$ cat src/rtl/cfg_port_pkg.sv
package cfg_port_pkg;
  localparam int unsigned WORD_W = 32;
  localparam int unsigned BYTE_W = 8;
  localparam int unsigned IDX_W  = 8;
  localparam int unsigned FUNC_W = 3;
  localparam int unsigned DEV_W  = 5;
  localparam int unsigned BUS_W  = 8;
  localparam int unsigned LANE_W = 2;

  // bits 30:24 of the address word are not stored
  localparam logic [WORD_W-1:0] ADDR_MASK = 32'h80FF_FFFF;

  typedef struct packed {
    logic              en;
    logic [BUS_W-1:0]  bus;
    logic [DEV_W-1:0]  dev;
    logic [FUNC_W-1:0] func;
    logic [IDX_W-1:0]  idx;
  } cfg_addr_t;

  typedef enum logic [1:0] {
    ACC_NONE = 2'd0,
    ACC_ADDR = 2'd1,
    ACC_WIN  = 2'd2
  } acc_e;
endpackage

$ cat src/rtl/cfg_port_classify.sv
module cfg_port_classify
  import cfg_port_pkg::*;
#(
  parameter int unsigned       IO_AW     = 16,
  parameter logic [IO_AW-1:0]  ADDR_PORT = 16'h0CF8,
  parameter logic [IO_AW-1:0]  DATA_PORT = 16'h0CFC
) (
  input  logic              valid_i,
  input  logic [IO_AW-1:0]  addr_i,
  output acc_e              kind_o,
  output logic [LANE_W-1:0] lane_o
);
  always_comb begin
    kind_o = ACC_NONE;
    if (valid_i) begin
      if (addr_i == ADDR_PORT)
        kind_o = ACC_ADDR;
      else if (addr_i[IO_AW-1:LANE_W] == DATA_PORT[IO_AW-1:LANE_W])
        kind_o = ACC_WIN;
    end
  end

  assign lane_o = addr_i[LANE_W-1:0];
endmodule

$ cat src/rtl/cfg_addr_reg.sv
module cfg_addr_reg
  import cfg_port_pkg::*;
(
  input  logic              clk_i,
  input  logic              rst_ni,
  input  logic              wr_i,
  input  logic [WORD_W-1:0] wdata_i,
  output logic [WORD_W-1:0] word_o,
  output cfg_addr_t         fields_o
);
  logic [WORD_W-1:0] word_q;

  always_ff @(posedge clk_i or negedge rst_ni) begin
    if (!rst_ni)   word_q <= '0;
    else if (wr_i) word_q <= wdata_i & ADDR_MASK;
  end

  assign word_o        = word_q;
  assign fields_o.en   = word_q[31];
  assign fields_o.bus  = word_q[23:16];
  assign fields_o.dev  = word_q[15:11];
  assign fields_o.func = word_q[10:8];
  assign fields_o.idx  = word_q[7:0];
endmodule

$ cat src/rtl/cfg_window_fwd.sv
module cfg_window_fwd
  import cfg_port_pkg::*;
#(
  parameter int unsigned NUM_SLOTS = 32
) (
  input  acc_e              kind_i,
  input  logic              we_i,
  input  logic [LANE_W-1:0] lane_i,
  input  cfg_addr_t         fields_i,
  input  logic [BYTE_W-1:0] wbyte_i,
  output logic              req_o,
  output logic              we_o,
  output logic [NUM_SLOTS-1:0] sel_o,
  output logic [FUNC_W-1:0] func_o,
  output logic [IDX_W-1:0]  off_o,
  output logic [BYTE_W-1:0] wdata_o
);
  logic fwd_ok;

  // forward only on the local bus with the enable set
  assign fwd_ok = fields_i.en && (fields_i.bus == '0);
  assign req_o  = (kind_i == ACC_WIN) && fwd_ok;
  assign we_o   = req_o && we_i;

  for (genvar g = 0; g < NUM_SLOTS; g++) begin : g_sel
    assign sel_o[g] = req_o && (fields_i.dev == DEV_W'(g));
  end

  assign func_o  = req_o ? fields_i.func : '0;
  assign off_o   = req_o ? (fields_i.idx | IDX_W'(lane_i)) : '0;
  assign wdata_o = (req_o && we_i) ? wbyte_i : '0;
endmodule

$ cat src/rtl/cfg_read_mux.sv
module cfg_read_mux
  import cfg_port_pkg::*;
#(
  parameter int unsigned NUM_SLOTS = 32
) (
  input  logic [NUM_SLOTS-1:0]        sel_i,
  input  logic [NUM_SLOTS-1:0]        present_i,
  input  logic [NUM_SLOTS*BYTE_W-1:0] rdata_i,
  output logic [BYTE_W-1:0]           byte_o
);
  logic [BYTE_W-1:0] acc;
  logic              hit;

  always_comb begin
    acc = '0;
    hit = 1'b0;
    for (int i = 0; i < NUM_SLOTS; i++) begin
      if (sel_i[i] && present_i[i]) begin
        acc = acc | rdata_i[i*BYTE_W +: BYTE_W];
        hit = 1'b1;
      end
    end
  end

  assign byte_o = hit ? acc : '1;
endmodule

$ cat src/rtl/cfg_port_decoder.sv
module cfg_port_decoder
  import cfg_port_pkg::*;
#(
  parameter int unsigned      NUM_SLOTS = 32,
  parameter int unsigned      IO_AW     = 16,
  parameter logic [IO_AW-1:0] ADDR_PORT = 16'h0CF8,
  parameter logic [IO_AW-1:0] DATA_PORT = 16'h0CFC
) (
  input  logic                        clk_i,
  input  logic                        rst_ni,
  input  logic                        io_valid_i,
  input  logic                        io_we_i,
  input  logic [IO_AW-1:0]            io_addr_i,
  input  logic [31:0]                 io_wdata_i,
  output logic [31:0]                 io_rdata_o,
  output logic                        dev_req_o,
  output logic                        dev_we_o,
  output logic [NUM_SLOTS-1:0]        dev_sel_o,
  output logic [2:0]                  dev_func_o,
  output logic [7:0]                  dev_offset_o,
  output logic [7:0]                  dev_wdata_o,
  input  logic [NUM_SLOTS*8-1:0]      dev_rdata_i,
  input  logic [NUM_SLOTS-1:0]        dev_present_i
);
  acc_e              kind;
  logic [LANE_W-1:0] lane;
  logic [WORD_W-1:0] addr_word;
  cfg_addr_t         addr_fields;
  logic [BYTE_W-1:0] slot_byte;

  cfg_port_classify #(
    .IO_AW(IO_AW), .ADDR_PORT(ADDR_PORT), .DATA_PORT(DATA_PORT)
  ) i_classify (
    .valid_i(io_valid_i),
    .addr_i (io_addr_i),
    .kind_o (kind),
    .lane_o (lane)
  );

  cfg_addr_reg i_addr_reg (
    .clk_i   (clk_i),
    .rst_ni  (rst_ni),
    .wr_i    ((kind == ACC_ADDR) && io_we_i),
    .wdata_i (io_wdata_i),
    .word_o  (addr_word),
    .fields_o(addr_fields)
  );

  cfg_window_fwd #(.NUM_SLOTS(NUM_SLOTS)) i_fwd (
    .kind_i  (kind),
    .we_i    (io_we_i),
    .lane_i  (lane),
    .fields_i(addr_fields),
    .wbyte_i (io_wdata_i[BYTE_W-1:0]),
    .req_o   (dev_req_o),
    .we_o    (dev_we_o),
    .sel_o   (dev_sel_o),
    .func_o  (dev_func_o),
    .off_o   (dev_offset_o),
    .wdata_o (dev_wdata_o)
  );

  cfg_read_mux #(.NUM_SLOTS(NUM_SLOTS)) i_rmux (
    .sel_i    (dev_sel_o),
    .present_i(dev_present_i),
    .rdata_i  (dev_rdata_i),
    .byte_o   (slot_byte)
  );

  always_comb begin
    unique case (kind)
      ACC_ADDR: io_rdata_o = addr_word;
      ACC_WIN:  io_rdata_o = {24'h0, (dev_req_o ? slot_byte : 8'hFF)};
      default:  io_rdata_o = '1;
    endcase
  end
endmodule


$ cat config.mk
export PLATFORM = sky130hd
export DESIGN_NAME = cfg_port_decoder
export DESIGN_NICKNAME = d
export VERILOG_FILES = /design/src/rtl/cfg_port_pkg.sv /design/src/rtl/cfg_port_classify.sv /design/src/rtl/cfg_addr_reg.sv /design/src/rtl/cfg_window_fwd.sv /design/src/rtl/cfg_read_mux.sv /design/src/rtl/cfg_port_decoder.sv
export SDC_FILE = /design/constraint.sdc
export NUM_CORES = 1
export LEC_CHECK = 0
export ABC_AREA = 0
export BUFFER_PORTS_ARGS = -buffer_cell sky130_fd_sc_hd__buf_2
export CAP_MARGIN = 10
export CORE_AREA = 2 2 163 165
export DETAILED_ROUTE_END_ITERATION = 6
export DIE_AREA = 0 0 165 167
export MAX_ROUTING_LAYER = met4
export RECOVER_POWER = 50
export SLEW_MARGIN = 20
export SYNTH_ARGS = -nofsm -noshare
export SYNTH_HDL_FRONTEND = slang
export SYNTH_HIERARCHICAL = 1
export SYNTH_SLANG_ARGS = --single-unit
$ cat constraint.sdc
create_clock -name clk_i -period 9.9 [get_ports clk_i]
set_input_delay 1.485 -clock clk_i [delete_from_list [all_inputs] [get_ports clk_i]]
set_output_delay 1.485 -clock clk_i [all_outputs]
set_load 0.005 [all_outputs]
==> reports/results.ini, run 1 <==
[synth]
syn_inst = 471
yosysTopAreaCellShare_pct = 15.3
ys_ff_latch = 25
synth_top_cell_by_area = dfrtp_1
synth_enable_flop_cells = 0
syn_area_per_cell_um2 = 8.67
synthesis.area_um2 = 4080
ys_top_cells_by_area = dfrtp_1, a22oi_1, mux2_4
ys_types = 50
async_flop_share_pct = 100
ys.flop_type = dfrtp_1
yosys_warnings = 6
seq_area_frac_synth_pct = 15.3

[clock_tree]
path_clk_slew_ns = 0.07
clockBufferDepth = 2
postCtsSetupRepairBufs = 0
hold_buffers = 0
cts_sinks = 25
cts_root_buffer = clkbuf_16
cts_made_buffers = 3
cts-resized-gates = 0
htree_num_levels = 1
clk_latency_ns = 0.26
cts_tree = built

[die]
start_util_pct = 15.8
placementRows = 59
dieArea_um2 = 27600
num_io_pins = 425
die_y_um = 167
coreArea_um2 = 25800
dieWidth_um = 165

[critical_path]
path_cells = buf_2 > nor4b_1 > nand4_1 > nor2_1 > nor4b_1 > nand3_1 > nor2_1 > and2_0 > nor4_1 > and4_1 > nand4_2 > or4b_1 > nand2b_1 > a221o_1 > buf_2
end_kind = primary output
crit_required_ns = 8.42
r2r.worst_path.cells = 1
r2r_end = i_addr_reg/word_o[15]$_DFFE_PN0P_
worstSetupPathDepth = 15
r2r_start = i_addr_reg/word_o[15]$_DFFE_PN0P_
regToRegSetupSlack_ns = 8.96
cp_slowest_cell = nor4b_1
critPathTopFamily = simple AND/OR/NAND/NOR gates
cpPeakStageDelay_ns = 0.90
crit_type = input port to primary output
worst-path-buf-inv = 2
cp_data_arrival_time_ns = 6.63
cp_max_fo = 9
cp-start-kind = input port

[grt]
gr-usage-all-layers_pct = 18.2
grt.overflow.total = 0
grt_pass1_wl_um = 35200
grt_max_degree = 30
grt_pass1_vias = 5375
grt_antenna_before_repair = 6

[sta]
rsz0062_at_grt = false
tns_ns = 0
finalClockSkew_ns = 0
slew_headroom_pct = 3.17
hold_viol = 0
hold_ws_ns = 0.527
drv_slew = 0
setup_violations = 0
fmax_ghz = 0.123
min_period_ns = 8.11
fin_crit_sh_pct = 81.9
tightest_slew_ns = 1.45

[routing]
post_drt_wl_per_cell_um = 22.6
drtAntennaViolNets = 0
routed_via_density = 4.85
drc_errors = 0
via_count = 5623
drt_iter0_markers = 351
drt_first_pass_iters = 4
wl_um = 26200

[min_path]
hold-path-endpoint = i_addr_reg/word_o[9]$_DFFE_PN0P_
hp-start = i_addr_reg/word_o[9]$_DFFE_PN0P_
hold_depth = 1
hp-class = flop to flop

[finish]
area_delta_synth_final_pct = 48.6
largest_register_ffs = 25
final_layout_size_suffix_gt1_share_pct = 52.9
finalNetCount = 1164

[placed_design]
gp_congestion = 0.871
portBuffers = 417
dpl.hpwl_um = 22900

[flow_run]
maxCapViolations = 0

[power]
total_power_mw = 0.274
power_leakage_nw = 2.94
vdd_drop_max_mv = 0.0716
cellPowerDensity_nw_per_um2 = 45.1

[outcome]
status = finished, final reports clean

-- worst max-delay path by stage --
| stage | slack, ns | startpoint | to |
|---|---|---|---|
| 2_1_floorplan | 3.95 | io_addr_i[12] | io_rdata_o[0] |
| 3_3_place_gp | 2.57 | io_addr_i[12] | io_rdata_o[0] |
| 3_5_place_dp | 2.52 | io_addr_i[12] | io_rdata_o[5] |
| 4_1_cts | 2.50 | io_addr_i[12] | io_rdata_o[0] |
| 5_1_grt | 1.63 | io_addr_i[12] | io_rdata_o[5] |
| 6_report | 1.79 | io_addr_i[12] | io_rdata_o[5] |
-- synthesized netlist by cell type, drive strengths merged, types with 3 or more instances --
library cell / number
and2: 40
and4: 3
nand2: 3
dfrtp: 25
or4b: 8
nor2: 28
nor4: 8
a32o: 8
a221oi: 32
buf: 63
ha: 3
nand3: 10
a32oi: 16
a22o: 25
nor4b: 4
inv: 3
clkbuf: 20
a221o: 8
nand4: 26
a22oi: 48
nor3: 9
mux2: 25
nand3b: 4
nand2b: 8
a21o: 24
and3: 8
-- cells in the final DEF (no fill, tap or decap), types with 4 or more instances in the layout --
master	instances
buf_2	404
a22oi_1	48
and2_1	30
a221oi_1	30
nor2_1	27
dfrtp_1	25
nand4_1	25
a22o_1	25
a21o_1	24
mux2_1	17
a32oi_1	16
clkbuf_1	13
nand3_1	10
nor3_1	9
nand2b_1	8
a221o_1	8
and3_1	8
a32o_1	8
or4b_1	8
conb_1	7
and2_0	6
nor4_1	6
mux2_2	5
diode_2	4
nand3b_1	4
and2_4	4
-- cells by family (layout without fill, tap and decap cells) --
| kind of cell | after synthesis | count (layout) | share of synthesized area [%] |
|---|---|---|---|
| AND/OR/NAND/NOR | 167 | 167 | 27.2 |
| AO/OA/AOI/OAI | 164 | 164 | 33.7 |
| buffers and inverters | 86 | 429 | 14.0 |
| multiplexers | 25 | 25 | 8.73 |
| flip-flops | 25 | 25 | 15.3 |
| adder cells (fa/ha/maj) | 3 | 3 | 0.919 |
| other | 1 | 11 | 0.0919 |
-- through the flow --
step | worst slack [ns] | utilization, % | cell area [um2] | cells
after floorplan | 3.95 | - | 4110 | 477
after CTS | 2.50 | 24.0 | 6170 | 1155
after global routing | 1.63 | 23.5 | 6060 | 1158
after global placement | 2.57 | 23.6 | 6090 | 1151
after detailed placement | 2.52 | 23.6 | 6090 | 1151
final | 1.79 | 23.5 | 6070 | 1159
-- layer usage --
metal  vias to the layer above  part of all wire (%)  wire, um  global-route usage, %
met3                        33                   7.3      1900                   2.27
met1                      2656                    41     10800                   22.3
li1                       2576                     -         -                      -
met4                         0                   2.6       692                   4.88
met5                         -                     0         0                      -
met2                       358                    49     12900                   31.2
-- power breakdown --
group	internal (mW)	leakage (nW)	total (mW)	switching, mW
sequential	0.102	0.349	0.102	0.0000242
combinational	0.0467	2.55	0.0755	0.0288
clock	0.0559	0.0415	0.0962	0.0403
total	0.205	2.94	0.274	0.0691
-- final cells by class --
cell class / count / area, um2
fillers: 2961 / 19700
clock inverters: 1 / 8.76
flip-flops and latches: 25 / 626
repair buffers: 422 / 2100
diodes: 4 / 10.0
well taps: 335 / 419
inverters: 3 / 11.3
multi-input cells: 366 / 2820
clock buffers: 3 / 75.1
Power figures use the tool's default switching activity.
==> run 2, diff against run 1 <==
--- a/config.mk
+++ b/config.mk
@@ -8,9 +8,9 @@
 export ABC_AREA = 0
 export BUFFER_PORTS_ARGS = -buffer_cell sky130_fd_sc_hd__buf_2
 export CAP_MARGIN = 10
-export CORE_AREA = 2 2 163 165
+export CORE_AREA = 2 2 167 169
 export DETAILED_ROUTE_END_ITERATION = 6
-export DIE_AREA = 0 0 165 167
+export DIE_AREA = 0 0 169 171
 export MAX_ROUTING_LAYER = met4
 export RECOVER_POWER = 50
 export SLEW_MARGIN = 20
==> constraint.sdc (replaced) <==
create_clock -name clk_i -period 7 [get_ports clk_i]
set_input_delay 1.05 -clock clk_i [delete_from_list [all_inputs] [get_ports clk_i]]
set_output_delay 1.05 -clock clk_i [all_outputs]
set_load 0.005 [all_outputs]
==> run 2 against run 1 <==
- hold slack lost 0.0030 ns
- power grew 42%
- final cell count grew 1.7%
- critical path depth is the same
- first-iteration DRC count grew 23%
- clock skew is the same
- largest cell class unchanged
==> reports/results.ini, run 2 (same netlist as run 1, synthesis figures left out) <==
[die]
start_util_pct = 14.9  ; -0.90 points
dieArea_um2 = 28900  ; +4.9%
die_y_um = 171  ; +2.4%
dieWidth_um = 169  ; +2.4%
coreArea_um2 = 27300  ; +6.1%
num_io_pins = 425  ; unchanged
placementRows = 61  ; +3.4%

[routing]
drc_errors = 0  ; unchanged
via_count = 5658  ; +0.62%
wl_um = 26500  ; +1.0%
drtAntennaViolNets = 0  ; unchanged
post_drt_wl_per_cell_um = 22.5  ; -0.68%
drt_first_pass_iters = 5  ; +1
drt_iter0_markers = 432  ; +23%
routed_via_density = 4.80  ; -1.1%

[sta]
fmax_ghz = 0.152
slew_headroom_pct = 1.83  ; -1.3 points
setup_violations = 0  ; unchanged
hold_viol = 0  ; unchanged
min_period_ns = 6.57
tns_ns = 0  ; unchanged
tightest_slew_ns = 1.47  ; +0.0200 ns
fin_crit_sh_pct = 93.8
hold_ws_ns = 0.524  ; -0.00301 ns
finalClockSkew_ns = 0  ; unchanged
setup_slack_ns = 0.435  ; -1.35 ns
drv_slew = 0  ; unchanged
rsz0062_at_grt = false

[clock_tree]
clk_latency_ns = 0.26  ; about the same
path_clk_slew_ns = 0.07  ; about the same
cts_made_buffers = 3  ; unchanged
cts_tree = built
hold_buffers = 0  ; unchanged
cts-resized-gates = 0  ; unchanged
clockBufferDepth = 2  ; unchanged
cts_sinks = 25  ; unchanged
htree_num_levels = 1  ; unchanged
cts_root_buffer = clkbuf_16
postCtsSetupRepairBufs = 0  ; unchanged

[flow_run]
maxCapViolations = 0  ; unchanged

[grt]
grt_antenna_before_repair = 10  ; +4
grt-busiest-layer = met2
use_met1_pct = 20.8  ; -1.6 points
met3_usage_pct = 1.87  ; -0.39 points
gr-usage-all-layers_pct = 16.9  ; -1.2 points
grt_pass1_wl_um = 34400  ; -2.3%
grt_pass1_vias = 5351  ; -0.45%
grtUsageMet2_pct = 29.3  ; -1.8 points
grt_max_degree = 30  ; unchanged
grt.overflow.total = 0  ; unchanged

[finish]
area_delta_synth_final_pct = 50.7
final_common_cell = buf_2
layout_common_cells = buf_2, a22oi_1, and2_1, a221oi_1, nor2_1
largest_register_ffs = 25  ; unchanged
layoutNonFillerInstCount = 1179  ; +1.7%
finalNetCount = 1170  ; +0.52%
final_layout_size_suffix_gt1_share_pct = 53.1  ; +0.22 points

[power]
total_power_mw = 0.387  ; +42%
power_leakage_nw = 2.96  ; +0.67%
seq_power_share_pct = 37.3  ; about the same
p_sw_mw = 0.0980  ; +42%
pwr-share-clk_pct = 35.2  ; about the same
sw_frac_of_total_pct = 25.3  ; +0.039 points
p_int_mw = 0.289  ; +41%
p_comb_share_pct = 27.6  ; about the same
cellPowerDensity_nw_per_um2 = 63.0  ; +40%
vdd_drop_max_mv = 0.0859  ; +20%

[min_path]
hp-class = flop to flop
hp-start = i_addr_reg/word_o[9]$_DFFE_PN0P_
hold_depth = 1  ; unchanged
hold-path-endpoint = i_addr_reg/word_o[9]$_DFFE_PN0P_

[critical_path]
r2r_end = i_addr_reg/word_o[12]$_DFFE_PN0P_
r2r.worst_path.cells = 1  ; unchanged
r2r_start = i_addr_reg/word_o[12]$_DFFE_PN0P_
regToRegSetupSlack_ns = 6.03  ; -2.93 ns
cp-start-kind = input port
end_kind = primary output
crit_type = input port to primary output
cp_data_arrival_time_ns = 5.52  ; -1.11 ns
cp_max_fo = 9  ; unchanged
crit_required_ns = 5.95  ; -2.47 ns

[placed_design]
gp_congestion = 0.868  ; -0.31%
dpl.hpwl_um = 22800  ; -0.23%
place_inst = 1168  ; +1.5%
portBuffers = 417  ; unchanged
preCtsSetupSlack_ns = 0.317  ; -2.20 ns

[outcome]
status = finished, final reports clean

[run 2: cell count changes in the layout (fill, tap and decap cells not counted), sizes merged]
cell / change
buf: +2
clkbuf: +4
diode: +3
[run 2: metal layers]
layer / up-vias / wire length, um / share of wire, %
met2: 387 / 13000 / 49
met5: - / 0 / 0
met4: 0 / 697 / 2.6
li1: 2585 / - / -
met3: 33 / 1860 / 7.0
met1: 2653 / 11000 / 41
[run 2: cell type report]
class                           count  area (um2)
Antenna cell                        7        17.5
Clock inverter                      1        8.76
Inverter                            3        11.3
Clock buffer                        3        75.1
Timing Repair Buffer              428        2150
Tap cell                          346         433
Sequential cell                    25         626
Fill cell                        3091       21200
Multi-Input combinational cell    366        2840
[run 2: power by group through the flow]
| stage | Clock (mW) | Sequential, mW | Combinational (mW) |
|---|---|---|---|
| global route | 0.147 | 0.144 | 0.115 |
| CTS | 0.140 | 0.144 | 0.106 |
| global placement | 0 | 0.147 | 0.105 |
| detailed placement | 0 | 0.147 | 0.106 |
| finish | 0.136 | 0.144 | 0.107 |
| floorplan | 0 | 0.147 | 0.00850 |
[run 2: worst max path at each step]
stage / startpoint / to / slack (ns) / cells past startpoint
floorplan: io_addr_i[12] / io_rdata_o[0] / 1.92 / 14
global placement: io_addr_i[12] / io_rdata_o[1] / 0.41 / 16
detailed placement: io_addr_i[12] / io_rdata_o[1] / 0.32 / 16
CTS: io_addr_i[12] / io_rdata_o[1] / 0.30 / 16
global route: io_addr_i[12] / io_rdata_o[1] / 0.09 / 16
finish: io_addr_i[12] / io_rdata_o[6] / 0.43 / 15
[run 2: through the flow]
step / utilization, % / instance area [um2]
2_1_floorplan: - / 4110
3_3_place_gp: 22.5 / 6150
3_5_place_dp: 22.5 / 6150
4_1_cts: 22.8 / 6230
5_1_grt: 22.5 / 6150
6_report: 22.5 / 6150
[run 2: critical path, cell delays in order]
cell and delay (ns):
buf_2 0.09, nor4b_1 0.29, nand4_1 0.22, nor4_2 0.46, nor4b_4 0.15, nand3_1 0.41
nor2_1 0.11, and2_0 0.47, a22o_1 0.31, a221oi_1 0.25, nand4_1 0.33, or4b_1 0.68
nand2b_1 0.18, a221o_1 0.34, buf_2 0.15
